**config.mk**
```make
export PLATFORM = sky130hd
export DESIGN_NAME = dual_mod_prescaler
export DESIGN_NICKNAME = d
export VERILOG_FILES = /design/src/rtl/dmdiv_pkg.sv /design/src/rtl/dmdiv_mod_sel.sv /design/src/rtl/dmdiv_core.sv /design/src/rtl/dmdiv_out.sv /design/src/rtl/dual_mod_prescaler.sv
export SDC_FILE = /design/constraint.sdc
export NUM_CORES = 1
export LEC_CHECK = 0
export ABC_AREA = 1
export BUFFER_PORTS_ARGS = -buffer_cell sky130_fd_sc_hd__buf_2
export CELL_PAD_IN_SITES_DETAIL_PLACEMENT = 2
export CELL_PAD_IN_SITES_GLOBAL_PLACEMENT = 2
export CORE_MARGIN = 1.5
export CORE_UTILIZATION = 25
export CTS_CLUSTER_DIAMETER = 150
export CTS_CLUSTER_SIZE = 20
export DETAILED_ROUTE_END_ITERATION = 12
export PLACE_DENSITY = 0.74
export SLEW_MARGIN = 5
export SYNTH_ARGS = -nofsm -noshare
export SYNTH_HDL_FRONTEND = slang
export SYNTH_HIERARCHICAL = 1
export SYNTH_SLANG_ARGS = --single-unit
```
**constraint.sdc**
```tcl
create_clock -name clk -period 2.3 [get_ports clk]
set_clock_uncertainty 0.1 [all_clocks]
set_input_delay 0.46 -clock clk [delete_from_list [all_inputs] [get_ports clk]]
set_output_delay 0.46 -clock clk [all_outputs]
set_load 0.02 [all_outputs]
```
**src/rtl/dmdiv_pkg.sv**
```systemverilog
package dmdiv_pkg;

    typedef enum logic [1:0] {
        STEP_ADVANCE = 2'd0,
        STEP_FREEZE  = 2'd1,
        STEP_WRAP    = 2'd2,
        STEP_EXTEND  = 2'd3
    } step_e;

    typedef struct packed {
        logic q;
        logic qn;
        logic mon;
    } div_outs_t;

    // Decide the move of the ring counter on the coming edge.
    function automatic step_e pick_step(
        input logic freeze,
        input logic at_decision,
        input logic at_extra,
        input logic want_ten
    );
        if (freeze)
            return STEP_FREEZE;
        if (at_extra)
            return STEP_WRAP;
        if (at_decision)
            return want_ten ? STEP_WRAP : STEP_EXTEND;
        return STEP_ADVANCE;
    endfunction

    function automatic div_outs_t drive_outs(
        input logic force_hi,
        input logic phase_hi
    );
        div_outs_t o;
        o.q   = force_hi | phase_hi;
        o.qn  = force_hi | ~phase_hi;
        o.mon = force_hi | phase_hi;
        return o;
    endfunction

endpackage

```
**src/rtl/dmdiv_mod_sel.sv**
```systemverilog
module dmdiv_mod_sel #(
    parameter int unsigned N_CTRL = 2
) (
    input  logic [N_CTRL-1:0] mod_ctl,
    output logic              want_ten
);
    // Any select high picks the shorter ratio; all low picks the longer one.
    assign want_ten = |mod_ctl;
endmodule

```
**src/rtl/dmdiv_core.sv**
```systemverilog
module dmdiv_core
    import dmdiv_pkg::*;
#(
    parameter int unsigned DIV_BASE = 10,
    localparam int unsigned STW = $clog2(DIV_BASE + 1)
) (
    input  logic           clk,
    input  logic           rst,
    input  logic           mset,
    input  logic           hold,
    input  logic           want_ten,
    output logic [STW-1:0] cnt,
    output logic           phase_hi
);
    localparam logic [STW-1:0] FIRST   = '0;
    localparam logic [STW-1:0] DECIDE  = STW'(DIV_BASE - 1);
    localparam logic [STW-1:0] EXTRA   = STW'(DIV_BASE);
    localparam logic [STW-1:0] HI_FROM = STW'(DIV_BASE / 2);

    step_e          step;
    logic [STW-1:0] nxt;

    assign step = pick_step(hold, cnt == DECIDE, cnt == EXTRA, want_ten);

    always_comb begin
        case (step)
            STEP_FREEZE: nxt = cnt;
            STEP_WRAP:   nxt = FIRST;
            STEP_EXTEND: nxt = EXTRA;
            default:     nxt = cnt + STW'(1);
        endcase
    end

    always_ff @(posedge clk or posedge mset) begin
        if (mset)
            cnt <= EXTRA;
        else if (rst)
            cnt <= FIRST;
        else
            cnt <= nxt;
    end

    assign phase_hi = (cnt >= HI_FROM);

    p_force_state_r4: assert property (@(posedge clk) mset |-> cnt == EXTRA);

    p_hold_r5: assert property (@(posedge clk) disable iff (rst || mset)
        hold |=> $stable(cnt));

    p_decide_ten_r1: assert property (@(posedge clk) disable iff (rst || mset)
        (!hold && cnt == DECIDE && want_ten) |=> cnt == FIRST);

    p_decide_eleven_r2: assert property (@(posedge clk) disable iff (rst || mset)
        (!hold && cnt == DECIDE && !want_ten) |=> cnt == EXTRA);

    p_in_ring_r3: assert property (@(posedge clk) disable iff (rst || mset)
        cnt <= EXTRA);

    p_advance_r8: assert property (@(posedge clk) disable iff (rst || mset)
        (!hold && cnt < DECIDE) |=> cnt == $past(cnt) + STW'(1));

    p_reset_r7: assert property (@(posedge clk) disable iff (mset)
        rst |=> cnt == FIRST);
endmodule

```
**src/rtl/dmdiv_out.sv**
```systemverilog
module dmdiv_out
    import dmdiv_pkg::*;
(
    input  logic mset,
    input  logic phase_hi,
    output logic q,
    output logic qn,
    output logic mon
);
    div_outs_t o;

    assign o   = drive_outs(mset, phase_hi);
    assign q   = o.q;
    assign qn  = o.qn;
    assign mon = o.mon;
endmodule

```
**src/rtl/dual_mod_prescaler.sv**
```systemverilog
module dual_mod_prescaler #(
    parameter int unsigned N_CTRL   = 2,
    parameter int unsigned DIV_BASE = 10
) (
    input  logic              clk,
    input  logic              rst,
    input  logic              mset,
    input  logic              hold,
    input  logic [N_CTRL-1:0] mod_ctl,
    output logic              div_out,
    output logic              div_out_n,
    output logic              div_mon
);
    localparam int unsigned STW = $clog2(DIV_BASE + 1);

    logic           want_ten;
    logic [STW-1:0] cnt;
    logic           phase_hi;

    dmdiv_mod_sel #(.N_CTRL(N_CTRL)) u_sel (
        .mod_ctl  (mod_ctl),
        .want_ten (want_ten)
    );

    dmdiv_core #(.DIV_BASE(DIV_BASE)) u_core (
        .clk      (clk),
        .rst      (rst),
        .mset     (mset),
        .hold     (hold),
        .want_ten (want_ten),
        .cnt      (cnt),
        .phase_hi (phase_hi)
    );

    dmdiv_out u_out (
        .mset     (mset),
        .phase_hi (phase_hi),
        .q        (div_out),
        .qn       (div_out_n),
        .mon      (div_mon)
    );

    p_force_high_r4: assert property (@(posedge clk)
        mset |-> (div_out && div_out_n && div_mon));

    p_complement_r9: assert property (@(posedge clk) disable iff (mset)
        div_out_n != div_out);

    p_monitor_r9: assert property (@(posedge clk) disable iff (mset)
        div_mon == div_out);
endmodule

```
==> qor.yml <==
power_and_ir_drop:
  p_leak_nw: 0.246
  p_total_mw: 0.225
  p_per_area_nw_per_um2: 503
  irDropWorstVdd_uv: 291
critical_path:
  path_common_cell: "nand2_1"
  worst-setup-path-type: "reg2out"
  crit_chain: "inv_1, ha_1, inv_1, nand2_1, nand2_1, nand2_1, inv_1, nand2_1, buf_2"
  cp-start-kind: "register"
  startpoint: "u_core/cnt[1]"
  end_kind: "output pin"
  worstPathArrival_ns: 1.56
  rrSetupSlack_ns: 0.81
  critPathMaxStageDelay_ns: 0.57
  cp.required_ns: 1.74
  cp_max_fo: 6
  r2r_start: "u_core/cnt[1]"
  crit_path_top_delay_cell: "dfstp_2"
sta:
  rsz0062_at_grt: "no"
  post-route-min-period_ns: 2.12
  max_slew.worst_pin.slew_ns: 0.236
  fmax_mhz: 472
  setup_tns_ns: 0
  max-slew-margin-rel_pct: 84.2
  holdWs_ns: 0.388
  hold_viol: 0
  finalCritPeriodShare_pct: 92.1
  setup_viol: 0
  slew_violations: 0
  setup_slack_ns: 0.182
synth:
  synth_cell_types: 16
  yosysWarningCount: 6
  synth_nets: 64
  seq_area_frac_synth_pct: 28.6
  syn-cell-area_sq_um: 359
  synth_seq_cells: 4
  syn_area_per_cell_sq_um: 6.65
  syn-instance-count: 54
route:
  dr.first_iter.drc_count: 11
  ant_nets: 0
  drtPass1Iterations: 4
  route.detailed.drc: 0
  wl_um: 930
  viasPerCell: 4.43
  wl_per_cell_um: 11.5
  vias: 359
clock_network:
  post-cts-setup-buffers: 0
  cts_tree: "built"
  clock_latency_ns: 0.24
  cts_inserted_buffers: 3
  clock_path_buffers: 2
  ctsHtreeMaxLevel: 1
  clock-sinks: 4
  cts_root_buf: "clkbuf_4"
  clk_pin_slew_ns: 0.04
cells_and_area:
  final_cells: 81
  drive_gt1_share_pct: 28.8
  largest_reg_flops: 4
  largest_register: "u_core/cnt"
  fillers: 167
  antenna_cells: 0
  finish.utilization_pct: 33.9
  final_cell_area_sq_um: 447
  nets: 77
  syn_to_final_growth_pct: 24.4
  multiInputGateArea_sq_um: 199
  reg_top3: "u_core/cnt: 4 flops"
  register_area_sq_um: 103
  most-common-layout-cells: "nand2_1 (16), inv_1 (10), buf_2 (8)"
  layout_commonest_cell: "nand2_1"
grt:
  grt_max_degree: 7
  grt_pass1_vias: 359
  grt_pass1_wl_mm: 1.46
  overflow: 0
  grt_usage_pct: 13.7
  antenna_found_initial: 0
placement:
  dp_slack_ns: 0.419
  dp_hpwl_um: 716
  dp_cells: 76
  post_dp_cell_area_sq_um: 410
  gp_congestion: 0.685
  port_buffers: 8
floorplan:
  ioPinCount: 9
  start_util_pct: 27.3
  dieArea_sq_um: 1670
  core-area_sq_um: 1320
  rows: 13
  die_w_um: 40.9
  chipHeight_um: 40.9
min_path:
  min-delay-start: "u_core/cnt[3]"
  hold_class: "reg2reg"
job:
  maxCapViolCount: 0
status:
  outcome: "complete, no violations"
## routing by layer
metal,routed length [um],GRT usage (%),share of wire (%),vias to the layer above
met1,438,16.6,47,159
met5,0,0,0,-
met2,436,21.9,47,13
met4,0,2.50,0,0
li1,-,-,-,187
met3,55,6.52,5.9,0
## layout make-up
class                   instances  share of cell area [%]
well taps                      15                    4.20
inverters                      13                    11.2
clock buffers                   4                    5.88
flip-flops and latches          4                    23.0
multi-input cells              36                    44.5
repair buffers                  9                    11.2
## power breakdown
| part | switching [mW] | internal (mW) |
|---|---|---|
| Sequential | 0.00548 | 0.0753 |
| Combinational | 0.0266 | 0.0173 |
| Clock | 0.0347 | 0.0655 |
| Total | 0.0668 | 0.158 |
## synthesized netlist by cell type
library cell | instances | share of area [%]
inv_2 | 2 | 2.1
or2_4 | 1 | 2.4
a21oi_1 | 3 | 4.2
nor2_2 | 1 | 1.7
nand2_1 | 16 | 17
nand4_1 | 2 | 3.5
dfstp_2 | 2 | 15
inv_1 | 10 | 10
clkinv_2 | 1 | 1.4
o21ai_0 | 1 | 1.4
nor2_1 | 3 | 3.1
nand3_1 | 4 | 5.6
nand3_2 | 1 | 2.8
dfrtp_1 | 2 | 14
buf_4 | 1 | 2.1
ha_1 | 4 | 14
## worst max-delay path: cells and delay by family (launching register included)
family,cells,cell delay (ns)
AND/OR/NAND/NOR,4,0.21
flip-flops,1,0.57
adder cells (fa/ha/maj),1,0.19
buffers and inverters,4,0.34
## cell families (layout without fill, tap and decap cells)
kind of cell / Yosys count / in the layout / share of synthesized area (%)
AO/OA/AOI/OAI: 4 / 4 / 5.57
adder cells (fa/ha/maj): 4 / 4 / 13.9
buffers and inverters: 14 / 26 / 16.0
AND/OR/NAND/NOR: 28 / 28 / 35.9
flip-flops: 4 / 4 / 28.6
## path summary, 6_finish.rpt
check,endpoint,cells after the start
max,div_mon,9
min,u_core/cnt[3],2
max reg2reg,u_core/cnt[3],7
min reg2reg,u_core/cnt[3],2
max in group asynchronous,u_core/cnt[3],3
min in group asynchronous,u_core/cnt[2],3
## repair_timing
action,4_1_cts,5_1_grt
gates resized for setup,0,0
hold endpoints to repair,2,0
hold buffers,1,0
setup endpoints to repair,0,0
No activity file was read; power rests on OpenSTA's default activity.
